==> src/rtl/txd_pkg.sv <==
package txd_pkg;
  // control word bit positions (word 0)
  localparam int W0_OWN = 31;
  localparam int W0_IOC = 30;
  localparam int W0_LS  = 29;
  localparam int W0_FS  = 28;
  localparam int W0_CH  = 20;

  // status bit positions
  localparam int STATUS_W = 6;
  localparam int ST_TI    = 0;
  localparam int ST_TBU   = 2;
  localparam int ST_UNF   = 5;

  typedef enum logic [3:0] {
    S_IDLE, S_RD0, S_RD1, S_RD2, S_RD3, S_RD4,
    S_BREQ, S_BLD, S_BOUT, S_WB
  } fsm_e;
endpackage

==> src/rtl/txd_status.sv <==
module txd_status #(
  parameter int W = 6
) (
  input  logic         clk,
  input  logic         rst,
  input  logic [W-1:0] set_i,
  input  logic [W-1:0] clr_i,
  output logic [W-1:0] status_o
);
  // set takes priority over a simultaneous clear
  always_ff @(posedge clk) begin
    if (rst) status_o <= '0;
    else     status_o <= (status_o & ~clr_i) | set_i;
  end
endmodule

==> src/rtl/txd_byte_ser.sv <==
module txd_byte_ser #(
  parameter int DW = 32
) (
  input  logic          clk,
  input  logic          rst,
  input  logic          load,
  input  logic [DW-1:0] word,
  input  logic [$clog2(DW/8+1)-1:0] nbytes,
  input  logic          mark_first,
  input  logic          mark_last,
  input  logic          ready,
  output logic          valid,
  output logic [7:0]    data,
  output logic          sof,
  output logic          eof,
  output logic          done
);
  localparam int NB = DW / 8;
  localparam int IW = $clog2(NB);
  localparam int CW = $clog2(NB + 1);

  logic [DW-1:0] word_q;
  logic [IW-1:0] idx_q;
  logic [CW-1:0] cnt_q;
  logic          busy_q, first_q, last_q;
  logic [DW-1:0] shifted;

  always_ff @(posedge clk) begin
    if (rst) begin
      busy_q  <= 1'b0;
      word_q  <= '0;
      idx_q   <= '0;
      cnt_q   <= '0;
      first_q <= 1'b0;
      last_q  <= 1'b0;
    end else if (load) begin
      busy_q  <= 1'b1;
      word_q  <= word;
      idx_q   <= '0;
      cnt_q   <= nbytes;
      first_q <= mark_first;
      last_q  <= mark_last;
    end else if (busy_q && ready) begin
      if (cnt_q == CW'(1)) begin
        busy_q <= 1'b0;
      end else begin
        idx_q <= idx_q + 1'b1;
        cnt_q <= cnt_q - 1'b1;
      end
    end
  end

  assign shifted = word_q >> {idx_q, 3'b000};
  assign valid   = busy_q;
  assign data    = shifted[7:0];
  assign sof     = busy_q && first_q && (idx_q == '0);
  assign eof     = busy_q && last_q && (cnt_q == CW'(1));
  assign done    = busy_q && ready && (cnt_q == CW'(1));
endmodule

==> src/rtl/txd_ring_dma.sv <==
module txd_ring_dma
  import txd_pkg::*;
#(
  parameter int AW    = 12,
  parameter int LEN_W = 13
) (
  input  logic                clk,
  input  logic                rst,
  input  logic [AW-1:0]       ring_base,
  input  logic                poll_demand,
  input  logic [STATUS_W-1:0] status_w1c,
  output logic [STATUS_W-1:0] status,
  output logic                rd_en,
  output logic [AW-1:0]       rd_addr,
  input  logic [31:0]         rd_data,
  output logic                wr_en,
  output logic [AW-1:0]       wr_addr,
  output logic [31:0]         wr_data,
  input  logic                tx_ready,
  output logic                tx_valid,
  output logic [7:0]          tx_data,
  output logic                tx_sof,
  output logic                tx_eof
);
  localparam int DW = 32;
  localparam int NB = DW / 8;
  localparam int CW = $clog2(NB + 1);
  localparam logic [AW-1:0] WSTEP  = AW'(NB);
  localparam logic [AW-1:0] DSTEP  = AW'(4 * NB);

  fsm_e              state_q;
  logic [AW-1:0]     desc_q, buf_q, next_q;
  logic [DW-1:0]     ctrl_q;
  logic [LEN_W-1:0]  rem_q;
  logic [CW-1:0]     chunk_q, chunk;
  logic              in_frame_q, sof_pend_q;
  logic [STATUS_W-1:0] st_set;
  logic              ser_load, ser_done;
  logic              not_owned;

  assign chunk     = (rem_q >= LEN_W'(NB)) ? CW'(NB) : CW'(rem_q);
  assign not_owned = (state_q == S_RD1) && !rd_data[W0_OWN];
  assign ser_load  = (state_q == S_BLD);

  // memory port
  always_comb begin
    rd_en   = 1'b1;
    rd_addr = desc_q;
    unique case (state_q)
      S_RD0:   rd_addr = desc_q;
      S_RD1:   rd_addr = desc_q + WSTEP;
      S_RD2:   rd_addr = desc_q + 2 * WSTEP;
      S_RD3:   rd_addr = desc_q + 3 * WSTEP;
      S_BREQ:  rd_addr = buf_q;
      default: rd_en   = 1'b0;
    endcase
  end

  assign wr_en   = (state_q == S_WB);
  assign wr_addr = desc_q;
  assign wr_data = ctrl_q & ~(DW'(1) << W0_OWN);

  always_comb begin
    st_set         = '0;
    st_set[ST_TI]  = (state_q == S_WB) && ctrl_q[W0_IOC];
    st_set[ST_TBU] = not_owned;
    st_set[ST_UNF] = not_owned && in_frame_q;
  end

  always_ff @(posedge clk) begin
    if (rst) begin
      state_q    <= S_IDLE;
      desc_q     <= ring_base;
      buf_q      <= '0;
      next_q     <= '0;
      ctrl_q     <= '0;
      rem_q      <= '0;
      chunk_q    <= '0;
      in_frame_q <= 1'b0;
      sof_pend_q <= 1'b0;
    end else begin
      unique case (state_q)
        S_IDLE: if (poll_demand) state_q <= S_RD0;
        S_RD0:  state_q <= S_RD1;
        S_RD1: begin
          if (!rd_data[W0_OWN]) begin
            in_frame_q <= 1'b0;
            state_q    <= S_IDLE;
          end else begin
            ctrl_q  <= rd_data;
            state_q <= S_RD2;
          end
        end
        S_RD2: begin
          rem_q   <= rd_data[LEN_W-1:0];
          state_q <= S_RD3;
        end
        S_RD3: begin
          buf_q   <= rd_data[AW-1:0];
          state_q <= S_RD4;
        end
        S_RD4: begin
          next_q     <= rd_data[AW-1:0];
          sof_pend_q <= ctrl_q[W0_FS];
          state_q    <= (rem_q == '0) ? S_WB : S_BREQ;
        end
        S_BREQ: state_q <= S_BLD;
        S_BLD: begin
          chunk_q    <= chunk;
          sof_pend_q <= 1'b0;
          state_q    <= S_BOUT;
        end
        S_BOUT: begin
          if (ser_done) begin
            rem_q <= rem_q - LEN_W'(chunk_q);
            if (rem_q == LEN_W'(chunk_q)) begin
              state_q <= S_WB;
            end else begin
              buf_q   <= buf_q + WSTEP;
              state_q <= S_BREQ;
            end
          end
        end
        S_WB: begin
          desc_q     <= ctrl_q[W0_CH] ? next_q : desc_q + DSTEP;
          in_frame_q <= !ctrl_q[W0_LS];
          state_q    <= S_RD0;
        end
        default: state_q <= S_IDLE;
      endcase
    end
  end

  txd_byte_ser #(.DW(DW)) ser_i (
    .clk        (clk),
    .rst        (rst),
    .load       (ser_load),
    .word       (rd_data),
    .nbytes     (chunk),
    .mark_first (sof_pend_q),
    .mark_last  (ctrl_q[W0_LS] && (rem_q <= LEN_W'(NB))),
    .ready      (tx_ready),
    .valid      (tx_valid),
    .data       (tx_data),
    .sof        (tx_sof),
    .eof        (tx_eof),
    .done       (ser_done)
  );

  txd_status #(.W(STATUS_W)) status_i (
    .clk      (clk),
    .rst      (rst),
    .set_i    (st_set),
    .clr_i    (status_w1c),
    .status_o (status)
  );
endmodule

==> config.mk <==
export PLATFORM = sky130hd
export DESIGN_NAME = txd_ring_dma
export DESIGN_NICKNAME = d
export VERILOG_FILES = /design/src/rtl/txd_pkg.sv /design/src/rtl/txd_status.sv /design/src/rtl/txd_byte_ser.sv /design/src/rtl/txd_ring_dma.sv
export SDC_FILE = /design/constraint.sdc
export NUM_CORES = 1
export LEC_CHECK = 0
export BUFFER_PORTS_ARGS = -buffer_cell sky130_fd_sc_hd__buf_2
export CAP_MARGIN = 0
export CORE_MARGIN = 2
export CORE_UTILIZATION = 50
export CTS_BUF_LIST = sky130_fd_sc_hd__clkbuf_4 sky130_fd_sc_hd__clkbuf_8
export CTS_CLUSTER_SIZE = 12
export DETAILED_ROUTE_END_ITERATION = 8
export GPL_TIMING_DRIVEN = 0
export PLACE_DENSITY = 0.72
export SLEW_MARGIN = 20
export SYNTH_ARGS = -nofsm -noshare
export SYNTH_HDL_FRONTEND = slang
export SYNTH_SLANG_ARGS = --single-unit
==> constraint.sdc <==
create_clock -name clk -period 2.7 [get_ports clk]
set_input_delay 0.81 -clock clk [delete_from_list [all_inputs] [get_ports clk]]
set_output_delay 0.81 -clock clk [all_outputs]
set_load 0.01 [all_outputs]
==> flow_metrics.env, run 1 <==
export IMPL_overflow=0
export IMPL_rows=42
export IMPL_grt_pass1_vias=6063
export IMPL_finalHoldViolations=0
export IMPL_switchingPower_mw=1.21
export IMPL_globalplace_congestion=0.903
export IMPL_synth_nets=907
export IMPL_finalCriticalPeriod_ns=3.19
export IMPL_power_frac_clock=0.380
export IMPL_io_pins=129
export IMPL_setup_viol=11
export IMPL_final_seq_area_sq_um=2840
export IMPL_yosysWarnings=0
export IMPL_fillers=1233
export IMPL_violations="setup timing"
export IMPL_syn_instance_count=842
export IMPL_track_usage=0.289
export IMPL_power_internal_mw=3.13
export IMPL_cts_buffers=17
export IMPL_hold_buffers=0
export IMPL_required_ns=1.89
export IMPL_coreArea_sq_um=13200
export IMPL_area_delta_synth_final_pct=22.7
export IMPL_path_class="register to primary output"
export IMPL_ir_drop_v=0.000375
export IMPL_dp_hpwl_mm=14.8
export IMPL_maxCapViolCount=0
export IMPL_hold_class="register to register"
export IMPL_cts_sinks=135
export IMPL_antenna_found_initial=0
export IMPL_fmax_mhz=314
export IMPL_period_share=1.18
export IMPL_syn_area_sq_um=6720
export IMPL_initial_core_util=0.510
export IMPL_status="finished with violations"
export IMPL_die_y_um=120
export IMPL_wire_per_inst_um=17.3
export IMPL_layout_nets=1072
export IMPL_drc=0
export IMPL_grt_pass1_wl_mm=32.1
export IMPL_grt_max_degree=17
export IMPL_synth_distinct_cells=70
export IMPL_seqPwrFrac=0.485
export IMPL_max_stage_delay_ns=0.40
export IMPL_p_per_area_nw_per_um2=527
export IMPL_worst_slew_pin_transition_ns=0.815
export IMPL_postSynth_asyncResetShare=0
export IMPL_worst_path_max_delay_cell="or4_1"
export IMPL_crit_family="simple AND/OR/NAND/NOR gates"
export IMPL_swShare=0.279
export IMPL_io_buffers=127
export IMPL_slew_headroom=0.453
export IMPL_rsz0062_at_grt="true"
export IMPL_wl_mm=20.7
export IMPL_die_w_um=120
export IMPL_drt_iter0_markers=476
export IMPL_finClkSkew_ns=0.0105
export IMPL_preCtsSetupSlack_ns=-0.527
export IMPL_cp_num_buf_inv=1
export IMPL_cp_end_kind="primary output"
export IMPL_clk_latency_ns=0.46
export IMPL_root_buffer="clkbuf_8"
export IMPL_synth_ff_type="dfxtp_1"
export IMPL_power_frac_comb=0.135
export IMPL_critPathMaxFanout=3
export IMPL_htree_levels=4
export IMPL_multi_input_comb_area_sq_um=3610
export IMPL_dieArea_sq_um=14400
export IMPL_vias=6694
export IMPL_viasPerCell=5.60
export IMPL_cts_tree="built"
export IMPL_arrival_ns=2.38
export IMPL_timing_hold_ws_ns=0.450
export IMPL_avgSynthCellArea_sq_um=7.98
export IMPL_synth_seq_area_share=0.420
export IMPL_clk_path_buf_depth=2
export IMPL_start_kind="register"
export IMPL_crit_chain="nor4b_4, xor2_1, ha_2, a21oi_1, or4_1, a21o_1, nand3_1, buf_2"
export IMPL_p_leak_nw=3.12
export IMPL_power_mw=4.34
export IMPL_worst_slack_ns=-0.486
export IMPL_maxSlewViolCount=0
export IMPL_postRouteAntennaNets=0
export IMPL_dr_pass1_iters=5
export IMPL_synth_seq_cells=135
export IMPL_synth_edff_count=12
export IMPL_drive_gt1_frac=0.229
export IMPL_clkTransAtPathRegs_ns=0.08
export IMPL_antenna_cells=0
export IMPL_utilization=0.625
==> sequential cells by signal, indices dropped and copies added (netlist names), 3 cells and up <==
signal,cells
ctrl_q,31
status_i.status_o,6
wr_addr,12
ser_i.cnt_q,3
next_q,12
state_q,4
chunk_q,3
buf_q,12
rem_q,13
ser_i.word_q,32
==> through the flow <==
stage,instance area (sq um),setup TNS (ns),std cells
6_report,8250,-2.97,1195
2_1_floorplan,6720,-0.0984,842
3_5_place_dp,7580,-2.54,1145
5_1_grt,8250,-4.08,1195
3_3_place_gp,7580,-2.47,1145
4_1_cts,8160,-2.82,1187
==> worst paths after layout <==
check | start | to | slack [ns] | depth (start not counted)
worst min register to register | ctrl_q[8] | ctrl_q[8] | 0.45 | 2
worst min-delay path | ctrl_q[8] | ctrl_q[8] | 0.45 | 2
worst max register to register | rem_q[1] | rem_q[9] | 0.24 | 6
worst max-delay path | state_q[1] | rd_addr[8] | -0.49 | 8
==> timing repair <==
action / in CTS / in global routing
setup endpoints to repair: 23 / 14
setup buffers: 18 / 9
gates resized for setup: 37 / 10
pin swaps: 6 / 2
==> Yosys cell counts (all sizes together) (3+ instances only) <==
master	number	area share
o21ai	41	0.031
ha	10	0.019
o31a	3	0.0039
o211ai	3	0.0033
buf	15	0.016
mux4	8	0.027
nor2b	8	0.0074
and3	7	0.0065
dfxtp	123	0.37
a21oi	120	0.090
edfxtp	12	0.054
a211oi	5	0.0056
nor4	3	0.0028
nand4	6	0.0056
nand3	16	0.012
nor2	41	0.024
nand4b	3	0.0039
nor3b	6	0.0074
clkbuf	49	0.027
o32ai	3	0.0039
inv	17	0.0095
xnor2	8	0.010
o41ai	3	0.0050
mux2i	13	0.019
a22oi	5	0.0056
nand2b	9	0.0084
a31oi	9	0.0084
a21o	10	0.011
nand2	215	0.12
xor2	14	0.018
nor3	18	0.014
==> metal layers <==
| metal | track usage | wire length (um) | vias up |
|---|---|---|---|
| met4 | 0.123 | 776 | 0 |
| li1 | - | - | 3242 |
| met3 | 0.0703 | 1600 | 50 |
| met5 | 0 | 0 | - |
| met1 | 0.378 | 8850 | 3112 |
| met2 | 0.456 | 9490 | 290 |
==> cells in the final DEF, fill, tap and decap left out, types with 19 or more instances in the layout <==
cell      synthesis  final
nand2_1         215    214
buf_2             3    127
a21oi_1         119    119
dfxtp_1         123    118
clkbuf_1         49     41
o21ai_0          40     39
nor2_1           40     36
buf_4             1     26
clkbuf_8          0     19
==> cell type report <==
type,count,share of cell area
multi-input cells,626,0.438
flip-flops and latches,135,0.344
repair buffers,154,0.104
plain buffers,56,0.0334
clock buffers,18,0.0300
well taps,176,0.0267
clock inverters,13,0.0159
inverters,17,0.00774
==> kinds of logic (layout without fill, tap and decap cells) <==
logic type               count (synthesis)  count (layout)  share of synthesized area
XOR/XNOR                                22              22                     0.0287
AO/OA/AOI/OAI                          223             223                      0.196
other                                    1               1                   0.000558
AND/OR/NAND/NOR                        345             345                      0.229
buffers and inverters                   81             258                     0.0530
multiplexers                            23              23                     0.0495
flip-flops                             135             135                      0.420
adder cells (fa/ha/maj)                 12              12                     0.0231
==> power by group through the flow <==
| stage | Combinational [mW] | Sequential (mW) | Clock [mW] |
|---|---|---|---|
| floorplan | 0.313 | 2.15 | 0 |
| global placement | 0.530 | 2.14 | 0 |
| detailed placement | 0.531 | 2.14 | 0 |
| CTS | 0.558 | 2.11 | 1.66 |
| global route | 0.641 | 2.11 | 1.74 |
| finish | 0.585 | 2.11 | 1.65 |
==> worst reg2reg max path: cells and delay by family (launching register included) <==
| kind | cells | cell delay (ns) |
|---|---|---|
| flip-flops | 1 | 0.48 |
| AND/OR/NAND/NOR | 2 | 0.40 |
| adder cells (fa/ha/maj) | 1 | 0.30 |
| AO/OA/AOI/OAI | 3 | 1.17 |
No activity file was read; power rests on OpenSTA's default activity.
==> run 2, diff against run 1 <==
--- a/config.mk
+++ b/config.mk
@@ -14,7 +14,7 @@
 export DETAILED_ROUTE_END_ITERATION = 8
 export GPL_TIMING_DRIVEN = 0
 export PLACE_DENSITY = 0.72
-export SLEW_MARGIN = 20
 export SYNTH_ARGS = -nofsm -noshare
 export SYNTH_HDL_FRONTEND = slang
+export SYNTH_HIERARCHICAL = 1
 export SYNTH_SLANG_ARGS = --single-unit
==> flow_metrics.env, run 2 <==
export IMPL_wire_per_inst_um=17.5
export IMPL_placed_area_sq_um=7810
export IMPL_timing_hold_ws_ns=0.452
export IMPL_ys_top_cells_by_area="dfxtp_1 (36%), nand2_1 (8.6%), a21oi_1 (6.9%)"
export IMPL_cp_num_buf_inv=2
export IMPL_io_buffers=127
export IMPL_synthTopCellsByCount="nand2_1 (159), dfxtp_1 (123), a21oi_1 (96)"
export IMPL_cp_end_kind="primary output"
export IMPL_crit_family="simple AND/OR/NAND/NOR gates"
export IMPL_final_common_cell="nand2_1"
export IMPL_postSynth_asyncResetShare=0
export IMPL_maxCapViolCount=0
export IMPL_fmax_mhz=320
export IMPL_period_share=1.16
export IMPL_die_y_um=122
export IMPL_finalHoldViolations=0
export IMPL_dp_cells=1145
export IMPL_synth_seq_area_share=0.408
export IMPL_wl_mm=20.6
export IMPL_critPathMaxFanout=5
export IMPL_avgSynthCellArea_sq_um=8.25
export IMPL_postRouteAntennaNets=0
export IMPL_start_kind="register"
export IMPL_dp_hpwl_mm=14.8
export IMPL_path_class="register to primary output"
export IMPL_routed_top_layer="met4"
export IMPL_viasPerCell=5.69
export IMPL_hold_buffers=0
export IMPL_p_leak_nw=3.23
export IMPL_arrival_ns=2.32
export IMPL_overflow=0
export IMPL_initial_core_util=0.516
export IMPL_yosysMostFrequentCell="nand2_1"
export IMPL_synth_seq_cells=135
export IMPL_largest_reg_flops=32
export IMPL_drive_gt1_frac=0.248
export IMPL_yosysWarnings=6
export IMPL_design_area_sq_um=8420
export IMPL_coreArea_sq_um=13400
export IMPL_layout_common_cells="nand2_1 (154), buf_2 (133), dfxtp_1 (119)"
export IMPL_ir_drop_v=0.000387
export IMPL_die_w_um=122
export IMPL_syn_area_sq_um=6920
export IMPL_clkTransAtPathRegs_ns=0.08
export IMPL_cts_buffers=17
export IMPL_synth_largest_area_cell="dfxtp_1"
export IMPL_dieArea_sq_um=14800
export IMPL_cts_tree="built"
export IMPL_status="finished with violations"
export IMPL_ff2ff_path_depth=7
export IMPL_syn_instance_count=839
export IMPL_rows=42
export IMPL_worst_slack_ns=-0.425
export IMPL_maxSlewViolCount=0
export IMPL_p_per_area_nw_per_um2=518
export IMPL_drt_iter0_markers=416
export IMPL_dr_pass1_iters=7
export IMPL_netlist_area_leader_share=0.356
export IMPL_grt_max_degree=17
export IMPL_drc=0
export IMPL_setup_viol=11
export IMPL_reg_top3="ser_i/word_q: 32 flops, ctrl_q: 31 flops, rem_q: 13 flops"
export IMPL_grt_pass1_vias=6095
export IMPL_synth_ff_type="dfxtp_1"
export IMPL_slew_headroom=0.335
export IMPL_htree_levels=4
export IMPL_fillers=1245
export IMPL_cp_depth=9
export IMPL_grt_pass1_wl_mm=32.7
export IMPL_vias=6710
export IMPL_top_register="ser_i/word_q"
export IMPL_io_pins=129
export IMPL_root_buffer="clkbuf_8"
export IMPL_hold_class="register to register"
export IMPL_wl_met2_mm=9.46
export IMPL_dr_wl_met3_mm=1.57
export IMPL_clk_latency_ns=0.45
export IMPL_synth_edff_count=12
export IMPL_clk_path_buf_depth=2
export IMPL_worst_path_max_delay_cell="dfxtp_2"
export IMPL_crit_top_cell="xor2_1"
export IMPL_required_ns=1.89
export IMPL_worst_slew_pin_transition_ns=0.989
export IMPL_preCtsSetupSlack_ns=-0.477
export IMPL_final_instance_count_excl_fill=1180
export IMPL_cts_sinks=135
export IMPL_max_stage_delay_ns=0.33
export IMPL_synth_distinct_cells=73
export IMPL_antenna_cells=0
export IMPL_rsz0062_at_grt="true"
export IMPL_finClkSkew_ns=0.0147
export IMPL_m1WireLength_mm=9.15
export IMPL_violations="setup timing"
export IMPL_globalplace_congestion=0.960
export IMPL_layout_nets=1057
export IMPL_crit_chain="buf_6, nor4b_4, xor2_1, ha_2, a21o_1, nand2_1, xor2_1, o221ai_1, buf_2"
export IMPL_antenna_found_initial=0
export IMPL_track_usage=0.285
export IMPL_hold_path_depth=2
export IMPL_finalCriticalPeriod_ns=3.13
export IMPL_area_delta_synth_final_pct=21.7
[run 2: tightest hold or removal path, stage by stage, from the launching register on]
cell,delay [ns]
dfxtp_1,0.31
nand2_1,0.05
a21oi_1,0.05
[run 2: report_power, final]
group	switching [mW]	internal [mW]	leakage, nW
logic	0.381	0.253	1.91
registers	0.0524	2.07	1.11
clock network	0.744	0.867	0.206
[run 2: timing repair]
item / 4_1_cts / 5_1_grt
endpoints found under the setup margin: 25 / 28
cloned: 1 / 0
gates resized for setup: 38 / 28
pin swaps: 14 / 9
buffers inserted: 7 / 4
[run 2: layout make-up]
type / instances / area (sq um) / share of cell area
plain buffers: 53 / 264 / 0.0314
repair buffers: 137 / 718 / 0.0853
clock inverters: 2 / 10.0 / 0.00119
flip-flops and latches: 135 / 2830 / 0.336
clock buffers: 29 / 374 / 0.0444
multi-input cells: 625 / 3920 / 0.465
well taps: 176 / 220 / 0.0262
inverters: 23 / 86.3 / 0.0103
[run 2: routing by layer]
layer	GRT usage	up-vias
li1	-	3233
met1	0.387	3170
met2	0.449	272
met3	0.0660	35
met4	0.0941	0
met5	0	-
[run 2: kinds of logic (layout without fill, tap and decap cells)]
family | Yosys count | in the layout | share of synthesized area
multiplexers | 56 | 56 | 0.0958
flip-flops | 135 | 135 | 0.408
adder cells (fa/ha/maj) | 12 | 12 | 0.0224
AND/OR/NAND/NOR | 331 | 332 | 0.225
other | 1 | 4 | 0.000542
buffers and inverters | 83 | 244 | 0.0483
AO/OA/AOI/OAI | 204 | 204 | 0.178
XOR/XNOR | 17 | 17 | 0.0215
[run 2: path summary, 6_finish.rpt]
| check | slack, ns | from | end |
|---|---|---|---|
| max | -0.43 | state_q[0] | rd_addr[10] |
| min | 0.45 | ctrl_q[5] | ctrl_q[5] |
| max reg2reg | 0.23 | state_q[1] | buf_q[8] |
| min reg2reg | 0.45 | ctrl_q[5] | ctrl_q[5] |
[run 2: through the flow]
step           TNS [ns]  power, mW  utilization
6_report          -2.94       4.36        0.628
3_3_place_gp      -6.77       2.73        0.583
2_1_floorplan  -0.00145       2.51            -
4_1_cts           -3.22       4.36        0.622
5_1_grt           -3.82       4.53        0.628
3_5_place_dp      -7.30       2.74        0.583
